<file path="src/rtl/pci_stat_pkg.sv">
package pci_stat_pkg;
  localparam int STAT_W  = 16;
  localparam int BYTE_W  = 8;
  localparam int N_FLAGS = 6;

  localparam int B_PAR_DET   = 15;
  localparam int B_SYS_SIG   = 14;
  localparam int B_MST_ABT   = 13;
  localparam int B_TGT_RCV   = 12;
  localparam int B_TGT_SIG   = 11;
  localparam int B_DPAR_INIT = 8;

  localparam int         B_DEVSEL_LO = 9;
  localparam int         B_FB2B      = 7;
  localparam logic [1:0] DEVSEL_MED  = 2'b01;

  localparam logic [STAT_W-1:0] CONST_BITS =
    (STAT_W'(DEVSEL_MED) << B_DEVSEL_LO) | (STAT_W'(1) << B_FB2B);

  function automatic int flag_pos(input int idx);
    case (idx)
      0:       return B_PAR_DET;
      1:       return B_SYS_SIG;
      2:       return B_MST_ABT;
      3:       return B_TGT_RCV;
      4:       return B_TGT_SIG;
      default: return B_DPAR_INIT;
    endcase
  endfunction

  function automatic logic [STAT_W-1:0] flag_mask();
    logic [STAT_W-1:0] m;
    m = '0;
    for (int i = 0; i < N_FLAGS; i++) m[flag_pos(i)] = 1'b1;
    return m;
  endfunction

  function automatic bit is_parity_pos(input int pos);
    return (pos == B_PAR_DET) || (pos == B_DPAR_INIT);
  endfunction
endpackage

</file>
<file path="src/rtl/pci_stat_flag.sv">
module pci_stat_flag #(
  parameter bit HARDWIRE = 1'b0
) (
  input  logic clk_i,
  input  logic rst_ni,
  input  logic set_i,
  input  logic clr_i,
  output logic q_o
);
  if (HARDWIRE) begin : g_tie
    logic unused_tie;
    assign unused_tie = ^{clk_i, rst_ni, set_i, clr_i};
    assign q_o = 1'b0;
  end else begin : g_live
    logic q_q;
    // set has priority over a same-cycle clear
    always_ff @(posedge clk_i or negedge rst_ni) begin
      if (!rst_ni)     q_q <= 1'b0;
      else if (set_i)  q_q <= 1'b1;
      else if (clr_i)  q_q <= 1'b0;
    end
    assign q_o = q_q;

    a_r8_set_wins: assert property (@(posedge clk_i) disable iff (!rst_ni)
      set_i |=> q_o);
    a_r6_clear: assert property (@(posedge clk_i) disable iff (!rst_ni)
      (clr_i && !set_i) |=> !q_o);
    a_r6_hold: assert property (@(posedge clk_i) disable iff (!rst_ni)
      (!set_i && !clr_i) |=> $stable(q_o));
  end
endmodule

</file>
<file path="src/rtl/pci_stat_qual.sv">
module pci_stat_qual
  import pci_stat_pkg::*;
(
  input  logic              perr_ev_i,
  input  logic              serr_ev_i,
  input  logic              mabort_ev_i,
  input  logic              tabort_rcv_ev_i,
  input  logic              tabort_sig_ev_i,
  input  logic              perr_drv_i,
  input  logic              perr_obs_i,
  input  logic              per_en_i,
  input  logic              serr_en_i,
  input  logic              initiator_i,
  input  logic              read_cyc_i,
  output logic [STAT_W-1:0] set_o
);
  logic dpar_flagged;
  // reads: parity error was driven; writes: it was observed
  assign dpar_flagged = read_cyc_i ? perr_drv_i : perr_obs_i;

  always_comb begin
    set_o              = '0;
    set_o[B_PAR_DET]   = perr_ev_i;
    set_o[B_SYS_SIG]   = serr_ev_i & serr_en_i;
    set_o[B_MST_ABT]   = mabort_ev_i;
    set_o[B_TGT_RCV]   = tabort_rcv_ev_i;
    set_o[B_TGT_SIG]   = tabort_sig_ev_i;
    set_o[B_DPAR_INIT] = initiator_i & per_en_i & dpar_flagged;
  end
endmodule

</file>
<file path="src/rtl/pci_stat_wdec.sv">
module pci_stat_wdec #(
  parameter int          ADDR_W    = 7,
  parameter int unsigned REG_WADDR = 3,
  parameter int          DATA_W    = 16,
  localparam int         BE_W      = DATA_W / 8
) (
  input  logic              wr_i,
  input  logic [ADDR_W-1:0] waddr_i,
  input  logic [BE_W-1:0]   be_i,
  input  logic [DATA_W-1:0] wdata_i,
  output logic [DATA_W-1:0] clr_o
);
  logic hit;
  assign hit = wr_i && (waddr_i == ADDR_W'(REG_WADDR));

  for (genvar b = 0; b < BE_W; b++) begin : g_lane
    assign clr_o[b*8 +: 8] = wdata_i[b*8 +: 8] & {8{hit & be_i[b]}};
  end
endmodule

</file>
<file path="src/rtl/pci_status_reg.sv">
module pci_status_reg
  import pci_stat_pkg::*;
#(
  parameter int          ADDR_W    = 7,
  parameter int unsigned REG_WADDR = 3,
  parameter bit          REDUCED   = 1'b0,
  localparam int         BE_W      = STAT_W / BYTE_W
) (
  input  logic              clk_i,
  input  logic              rst_ni,
  input  logic              cfg_wr_i,
  input  logic [ADDR_W-1:0] cfg_waddr_i,
  input  logic [BE_W-1:0]   cfg_be_i,
  input  logic [STAT_W-1:0] cfg_wdata_i,
  input  logic              perr_ev_i,
  input  logic              serr_ev_i,
  input  logic              mabort_ev_i,
  input  logic              tabort_rcv_ev_i,
  input  logic              tabort_sig_ev_i,
  input  logic              perr_drv_i,
  input  logic              perr_obs_i,
  input  logic              per_en_i,
  input  logic              serr_en_i,
  input  logic              initiator_i,
  input  logic              read_cyc_i,
  output logic [STAT_W-1:0] rdata_o
);
  localparam logic [STAT_W-1:0] FLAG_MASK = flag_mask();

  logic [STAT_W-1:0] set_vec, clr_vec, flag_vec;
  logic              q_arr [N_FLAGS];

  pci_stat_qual u_qual (
    .perr_ev_i       (perr_ev_i),
    .serr_ev_i       (serr_ev_i),
    .mabort_ev_i     (mabort_ev_i),
    .tabort_rcv_ev_i (tabort_rcv_ev_i),
    .tabort_sig_ev_i (tabort_sig_ev_i),
    .perr_drv_i      (perr_drv_i),
    .perr_obs_i      (perr_obs_i),
    .per_en_i        (per_en_i),
    .serr_en_i       (serr_en_i),
    .initiator_i     (initiator_i),
    .read_cyc_i      (read_cyc_i),
    .set_o           (set_vec)
  );

  pci_stat_wdec #(
    .ADDR_W    (ADDR_W),
    .REG_WADDR (REG_WADDR),
    .DATA_W    (STAT_W)
  ) u_wdec (
    .wr_i    (cfg_wr_i),
    .waddr_i (cfg_waddr_i),
    .be_i    (cfg_be_i),
    .wdata_i (cfg_wdata_i),
    .clr_o   (clr_vec)
  );

  for (genvar i = 0; i < N_FLAGS; i++) begin : g_flag
    localparam int P = flag_pos(i);
    pci_stat_flag #(
      .HARDWIRE (REDUCED && is_parity_pos(P))
    ) u_flag (
      .clk_i  (clk_i),
      .rst_ni (rst_ni),
      .set_i  (set_vec[P]),
      .clr_i  (clr_vec[P]),
      .q_o    (q_arr[i])
    );
  end

  always_comb begin
    flag_vec = '0;
    for (int i = 0; i < N_FLAGS; i++) flag_vec[flag_pos(i)] = q_arr[i];
  end

  assign rdata_o = flag_vec | CONST_BITS;

  logic unused_bits;
  assign unused_bits = ^{set_vec & ~FLAG_MASK, clr_vec & ~FLAG_MASK};

  a_r9_const_fields: assert property (@(posedge clk_i) disable iff (!rst_ni)
    (rdata_o & ~FLAG_MASK) == CONST_BITS);
  a_r3_serr_gated: assert property (@(posedge clk_i) disable iff (!rst_ni)
    (!serr_en_i && !rdata_o[B_SYS_SIG]) |=> !rdata_o[B_SYS_SIG]);
  a_r5_dpar_needs_per: assert property (@(posedge clk_i) disable iff (!rst_ni)
    (!per_en_i && !rdata_o[B_DPAR_INIT]) |=> !rdata_o[B_DPAR_INIT]);
  a_r12_foreign_write: assert property (@(posedge clk_i) disable iff (!rst_ni)
    (cfg_wr_i && cfg_waddr_i != ADDR_W'(REG_WADDR) && !perr_ev_i && !serr_ev_i
     && !mabort_ev_i && !tabort_rcv_ev_i && !tabort_sig_ev_i && !perr_drv_i
     && !perr_obs_i) |=> $stable(rdata_o));

  if (REDUCED) begin : g_chk_reduced
    a_r10_parity_tied: assert property (@(posedge clk_i) disable iff (!rst_ni)
      !rdata_o[B_PAR_DET] && !rdata_o[B_DPAR_INIT]);
  end else begin : g_chk_full
    a_r2_parity_sets: assert property (@(posedge clk_i) disable iff (!rst_ni)
      perr_ev_i |=> rdata_o[B_PAR_DET]);
  end
endmodule

</file>
<file path="config.mk">
export PLATFORM = sky130hd
export DESIGN_NAME = pci_status_reg
export DESIGN_NICKNAME = d
export VERILOG_FILES = /design/src/rtl/pci_stat_pkg.sv /design/src/rtl/pci_stat_flag.sv /design/src/rtl/pci_stat_qual.sv /design/src/rtl/pci_stat_wdec.sv /design/src/rtl/pci_status_reg.sv
export SDC_FILE = /design/constraint.sdc
export NUM_CORES = 1
export LEC_CHECK = 0
export BUFFER_PORTS_ARGS = -buffer_cell sky130_fd_sc_hd__buf_2
export CAP_MARGIN = 20
export CORE_MARGIN = 5
export CORE_UTILIZATION = 36
export CTS_BUF_LIST = sky130_fd_sc_hd__clkbuf_8
export CTS_CLUSTER_SIZE = 12
export DETAILED_ROUTE_END_ITERATION = 10
export PLACE_DENSITY = 0.77
export SLEW_MARGIN = 25
export SYNTH_ARGS = -nofsm -noshare
export SYNTH_HDL_FRONTEND = slang
export SYNTH_HIERARCHICAL = 1
export SYNTH_SLANG_ARGS = --single-unit
</file>
<file path="constraint.sdc">
create_clock -name clk_i -period 0.8 [get_ports clk_i]
set_input_delay 0.12 -clock clk_i [delete_from_list [all_inputs] [get_ports clk_i]]
set_output_delay 0.12 -clock clk_i [all_outputs]
set_load 0.03 [all_outputs]
</file>
Word-level counts from Yosys, hierarchy flattened
Cells that the tools add are included.

word-level totals
  bits in registers = 6
  bits of input ports = 39
  logic and storage cells = 32

cells by class
  reductions and logical operators = 7
  bitwise logic cells = 5
  eq/ne operators = 1
  multiplexer cells = 13

operators by type and width
  cell                                                             number
  1-bit two-way mux                                                13
  2-bit nonzero test                                               6
  8-bit bitwise AND                                                1
  7-bit by 2-bit == test with 1-bit output, second input constant  1
  1-bit bitwise AND                                                4
  1-bit logical AND                                                1

Logic depth before layout (Yosys ltp)
Gate-level depths: netlist of run 1.

  word-level depth = 6
  depth in mapped cells = 6
  gate-level depth less buffers = 4

Cells and area by module
Netlist of run 1, hierarchy kept.

by module, submodules not included
  module          cells each  instances  area each (um^2)  seq. area each (um^2)
  pci_stat_wdec   40          1          265.3             0.0
  pci_stat_flag   3           6          36.3              25.0
  pci_stat_qual   19          1          132.6             0.0
  pci_status_reg  12          1          82.6              0.0

Least setup slack after synthesis of run 1
Ideal clock, no wire load.

  path type = input-to-reg
  start = input cfg_waddr_i[6]
  end = register g_flag[1].u_flag.g_live.q_q
  setup time = 118 ps
  setup slack = -587 ps
  required time = 682 ps
  arrival = 1269 ps
  path buffers = 2
  cell stages on the path = 6
  cell sequence = or4b_1 > buf_6 > buf_12 > nor3_4 > inv_1 > a21o_1

on the way
  longest elaborated chain between the ends = 5

RTL lines
  item                                      line                  text
  start: declaration                        pci_status_reg.sv:12  input logic [ADDR_W-1:0] cfg_waddr_i,
  7-bit by 2-bit == test with 1-bit output  pci_stat_wdec.sv:14   assign hit = wr_i && (waddr_i == ADDR_W'(REG_WADDR));
  1-bit logical AND                         pci_stat_wdec.sv:14
  1-bit bitwise AND                         pci_stat_wdec.sv:17   assign clr_o[b*8 +: 8] = wdata_i[b*8 +: 8] & {8{hit & be_i[b]}};
  8-bit bitwise AND                         pci_stat_wdec.sv:17
  net clr_vec[14]                           pci_status_reg.sv:30  logic [STAT_W-1:0] set_vec, clr_vec, flag_vec;
  2-bit nonzero test (no line)              -
  end signal: assignment                    pci_stat_flag.sv:18   if (!rst_ni) q_q <= 1'b0;
  end signal: assignment                    pci_stat_flag.sv:19   else if (set_i) q_q <= 1'b1;
  end signal: assignment                    pci_stat_flag.sv:20   else if (clr_i) q_q <= 1'b0;
  end: declaration                          pci_stat_flag.sv:15   logic q_q;

The timed path passes the listed nets, and every way through them passes these cells.
A chain may end at the register's enable or synchronous reset.

Worst setup path after layout of run 1
  start = input cfg_waddr_i[6]
  end = register g_flag[2].u_flag.g_live.q_q

on the way
  longest elaborated chain between the ends = 5

RTL lines
  item                                      line
  7-bit by 2-bit == test with 1-bit output  pci_stat_wdec.sv:14
  1-bit logical AND                         pci_stat_wdec.sv:14
  1-bit bitwise AND                         pci_stat_wdec.sv:17
  8-bit bitwise AND                         pci_stat_wdec.sv:17
  net clr_vec[13]                           pci_status_reg.sv:30
  2-bit nonzero test (no line)              -
  end signal: assignment                    pci_stat_flag.sv:18
  end signal: assignment                    pci_stat_flag.sv:19
  end signal: assignment                    pci_stat_flag.sv:20
  end: declaration                          pci_stat_flag.sv:15

The timed path passes the listed nets, and every way through them passes these cells.

==> out/qor.yml, run 1 <==
clock_tree:
  cts.reportedPaths.clkPinSlew_ns: 0.04
  cts.sinks: 6
  clock_path_buffers: 2
  cts_made_buffers: 3
  cts_tree: "built"
  clock_latency_ns: 0.22
  htreeDepth: 1
  cts_root_buf: "clkbuf_8"
setup_path:
  path_cells: "buf_6 > or4b_4 > nor3_2 > inv_1 > a21o_1"
  slowest_delay_ns: 0.59
  cp.arrival_ns: 1.16
  worst-setup-path-type: "in -> reg"
  crit_family: "simple AND/OR/NAND/NOR gates"
  cp_max_fo: 6
  cp_slowest_cell: "or4b_4"
  cp-start-kind: "primary input"
  critPathRequiredTime_ns: 0.91
  cp-end-kind: "register"
  path_buf_inv: 2
grt:
  antenna_found_initial: 0
  grt_max_degree: 7
  grt_overflow: 0
  grtUsageMet3_pct: 7.66
  grt_first_pass_wirelength_um: 1600
  grt_pass1_vias: 424
  grtUsageMet1_pct: 11.3
  gr-usage-met2_pct: 17.6
  grt.busiest_layer: "met2"
  gr-usage-all-layers_pct: 10.9
timing:
  fin_skew_ns: 0
  hold_violations: 0
  setup_tns_ns: -1.74
  setup-violations-final: 12
  rsz0062_at_grt: "yes"
  min_period_over_period_pct: 131
  fmax_ghz: 0.951
  setup_slack_ns: -0.252
  hold_slack_ns: 0.0739
  slew_viol_final: 0
  fin_crit_ns: 1.05
final_layout:
  nets: 127
  drive_gt1_share_pct: 53.5
  final_design_area_no_fill_sq_um: 694
  mostFrequentLayoutCells: "buf_2, conb_1, buf_6, nand2_1"
  areaGrowthSynthToFinish_pct: 42.3
  final_common_cell: "buf_2"
  instances_no_fill: 101
  num_antenna_cells: 0
  num-fill-cells: 131
  largest_reg_flops: 6
  finish.utilization_pct: 54.0
drt:
  drt-initial-drc-count: 1
  drc: 0
  ant_nets: 0
  drt_pass1_iterations: 2
  drt_wl_total_um: 1030
  vias: 423
  vias_per_cell: 4.19
  drt-wirelength-per-cell_um: 10.1
worst_hold_path:
  hold_path.class: "in -> reg"
power_and_ir_drop:
  vdd_drop_max_uv: 810
  p_per_area_mw_per_mm2: 1360
  p_leak_uw: 0.000325
logic_synthesis:
  syn_area_per_cell_sq_um: 8.56
  ys.warnings.count: 6
  synth_area_sq_um: 488
  syn_inst: 57
run_status:
  violations: "negative setup slack"
  status: "finished with violations"
die:
  die_h_um: 46.8
  start_util_pct: 38.0
  boundaryPins: 55
  core_area_sq_mm: 0.00128
  die_x_um: 46.8
  die_area_sq_mm: 0.00219
  rows: 13
place:
  port_buffers: 33
  gp_congestion: 0.673
  placed_cells: 95
  dp_hpwl_um: 849
  placed_cell_area_sq_um: 564
run:
  drv_cap: 0
## repair_timing
action / in CTS / in global routing
endpoints found under the setup margin: 12 / 12
gates resized for setup: 17 / 0
endpoints found under the hold margin: 6 / 0
cloned: 0 / 0
setup buffers: 2 / 0
pin swaps: 6 / 0
hold buffers: 1 / 0
## layout make-up
cell class | instances | area [sq um] | area share [%]
well taps | 15 | 18.8 | 2.70
repair buffers | 37 | 241 | 34.8
multi-input cells | 34 | 220 | 31.7
inverters | 6 | 22.5 | 3.24
clock buffers | 3 | 41.3 | 5.95
flip-flops and latches | 6 | 150 | 21.6
## per-stage QoR
step           total power (uW)  setup slack (ns)
4_1_cts                     946            -0.245
2_1_floorplan               467            -0.476
5_1_grt                     991            -0.294
3_3_place_gp                475            -0.565
6_report                    941            -0.252
3_5_place_dp                477            -0.566
## worst paths after layout
path / startpoint / end / slack, ns / cells past startpoint
max: cfg_waddr_i[6] / g_flag[2].u_flag/q_o / -0.25 / 5
min: tabort_sig_ev_i / g_flag[4].u_flag/q_o / 0.07 / 2
max reg2reg: g_flag[5].u_flag/q_o / g_flag[5].u_flag/q_o / 0.02 / 2
min reg2reg: g_flag[0].u_flag/q_o / g_flag[0].u_flag/q_o / 0.49 / 1
max in group asynchronous: rst_ni / g_flag[2].u_flag/q_o / 0.39 / 2
min in group asynchronous: rst_ni / g_flag[5].u_flag/q_o / 0.27 / 2
## per-layer routing
layer  wire (um)  part of all wire (%)  vias to the layer above
li1            -                     -                      210
met1         329                    32                      182
met2         499                    49                       31
met3         196                    19                        0
met4           0                     0                        0
met5           0                     0                        -
## power breakdown
group | internal [uW] | leakage (uW) | switching (uW)
logic | 70.1 | 0.000251 | 109
clock network | 323 | 0.0000216 | 132
registers | 306 | 0.0000526 | 0.747
Power figures use the tool's default switching activity.
==> run 2, diff against run 1 <==
- CELL_PAD_IN_SITES_DETAIL_PLACEMENT: unset -> 2
- CELL_PAD_IN_SITES_GLOBAL_PLACEMENT: unset -> 2
- CORE_UTILIZATION: 36 -> 18
- PLACE_DENSITY: 0.77 -> unset
- PLACE_DENSITY_LB_ADDON: unset -> 0.1
==> out/qor.yml, run 2 (synthesized netlist as in run 1, its figures left out) <==
die:
  core_area_sq_mm: 0.00254
  rows: 18
  boundaryPins: 55
  die_area_sq_mm: 0.00385
  die_h_um: 62.1
  die_x_um: 62.1
  start_util_pct: 19.2
timing:
  fmax_ghz: 0.959
  hold_violations: 0
  setup-violations-final: 12
  setup_slack_ns: -0.243
  fin_skew_ns: 0
  min_period_over_period_pct: 130
  slew_viol_final: 0
  rsz0062_at_grt: "yes"
  fin_crit_ns: 1.04
setup_path:
  critPathRequiredTime_ns: 0.91
  worst-setup-path-type: "in -> reg"
  cp_max_fo: 6
  cp-end-kind: "register"
  cp.arrival_ns: 1.15
  cp-start-kind: "primary input"
  r2r_slack_ns: 0.01
clock_tree:
  cts_tree: "built"
  cts_root_buf: "clkbuf_8"
  clock_path_buffers: 2
  cts.sinks: 6
  htreeDepth: 1
  cts_made_buffers: 3
  cts.reportedPaths.clkPinSlew_ns: 0.04
  clock_latency_ns: 0.22
grt:
  grt_overflow: 0
  antenna_found_initial: 0
  grt_pass1_vias: 459
  grt_max_degree: 7
  grt_first_pass_wirelength_um: 1840
  gr-usage-all-layers_pct: 7.01
worst_hold_path:
  hold_path.class: "in -> reg"
run_status:
  violations: "negative setup slack"
  status: "finished with violations"
final_layout:
  areaGrowthSynthToFinish_pct: 49.2
  final_common_cell: "buf_2"
  drive_gt1_share_pct: 54.5
  instances_no_fill: 118
  num-fill-cells: 305
  largest_reg_flops: 6
  num_antenna_cells: 0
  nets: 129
  mostFrequentLayoutCells: "buf_2, conb_1, buf_6, nand2_1"
drt:
  drt-initial-drc-count: 3
  drc: 0
  drt-wirelength-per-cell_um: 10.4
  ant_nets: 0
  vias_per_cell: 3.79
  drt_wl_total_um: 1220
  drt_pass1_iterations: 2
  vias: 447
place:
  gp_congestion: 0.577
  port_buffers: 33
  dp_slack_ns: -0.571
  placed_cells: 110
  dp_hpwl_um: 1040
power_and_ir_drop:
  p_leak_uw: 0.000333
  p_per_area_mw_per_mm2: 1280
  vdd_drop_max_uv: 869
run:
  drv_cap: 0
==> run 2: cell count changes in the layout (fill, tap and decap cells not counted), sizes merged <==
cell  delta
buf      +2
==> run 2: repair_timing <==
action                                  CTS  global route
resized for setup                        17             0
endpoints found under the setup margin   12            12
hold buffers                              1             0
gates cloned                              0             0
pin swaps                                 6             0
hold endpoints to repair                  6             0
setup buffers                             2             2
==> run 2: report_power, final <==
group / switching [uW] / internal [uW]
combinational: 111 / 70.2
sequential: 0.724 / 306
clock: 124 / 323
==> run 2: metrics by stage <==
step                hold WS (ns)  power [uW]  TNS [ns]  cell area (sq um)  utilization (%)
floorplan                 -0.176         467     -2.74                522                -
global placement         -0.0403         480     -3.16                583             22.9
detailed placement       -0.0391         481     -3.15                583             22.9
CTS                       0.0717         962     -1.87                713             28.0
global route              0.0743        1010     -2.21                728             28.6
finish                    0.0773         935     -1.77                728             28.6
==> run 2: path summary, 6_finish.rpt <==
check,start,to,cells after the start
max,cfg_waddr_i[6],g_flag[2].u_flag/q_o,5
min,mabort_ev_i,g_flag[2].u_flag/q_o,2
max reg2reg,g_flag[3].u_flag/q_o,g_flag[3].u_flag/q_o,2
min reg2reg,g_flag[0].u_flag/q_o,g_flag[0].u_flag/q_o,1
max in group asynchronous,rst_ni,g_flag[1].u_flag/q_o,2
min in group asynchronous,rst_ni,g_flag[3].u_flag/q_o,2
==> run 2: cell type report <==
class / instances / area [sq um] / area share [%]
Clock buffer: 3 / 41.3 / 5.67
Inverter: 6 / 22.5 / 3.09
Multi-Input combinational cell: 34 / 220 / 30.2
Sequential cell: 6 / 150 / 20.6
Tap cell: 30 / 37.5 / 5.15
Timing Repair Buffer: 39 / 256 / 35.2
==> run 2: critical path, stage by stage <==
cell	delay, ns
buf_6	0.09
or4b_4	0.60
nor3_2	0.13
inv_1	0.05
a21o_1	0.16
==> run 2: per-layer routing <==
metal  share of wire (%)  GRT usage [%]
met2                  51           11.7
met1                  34           6.94
met3                  15           5.17
met4                   0           1.82
met5                   0              0
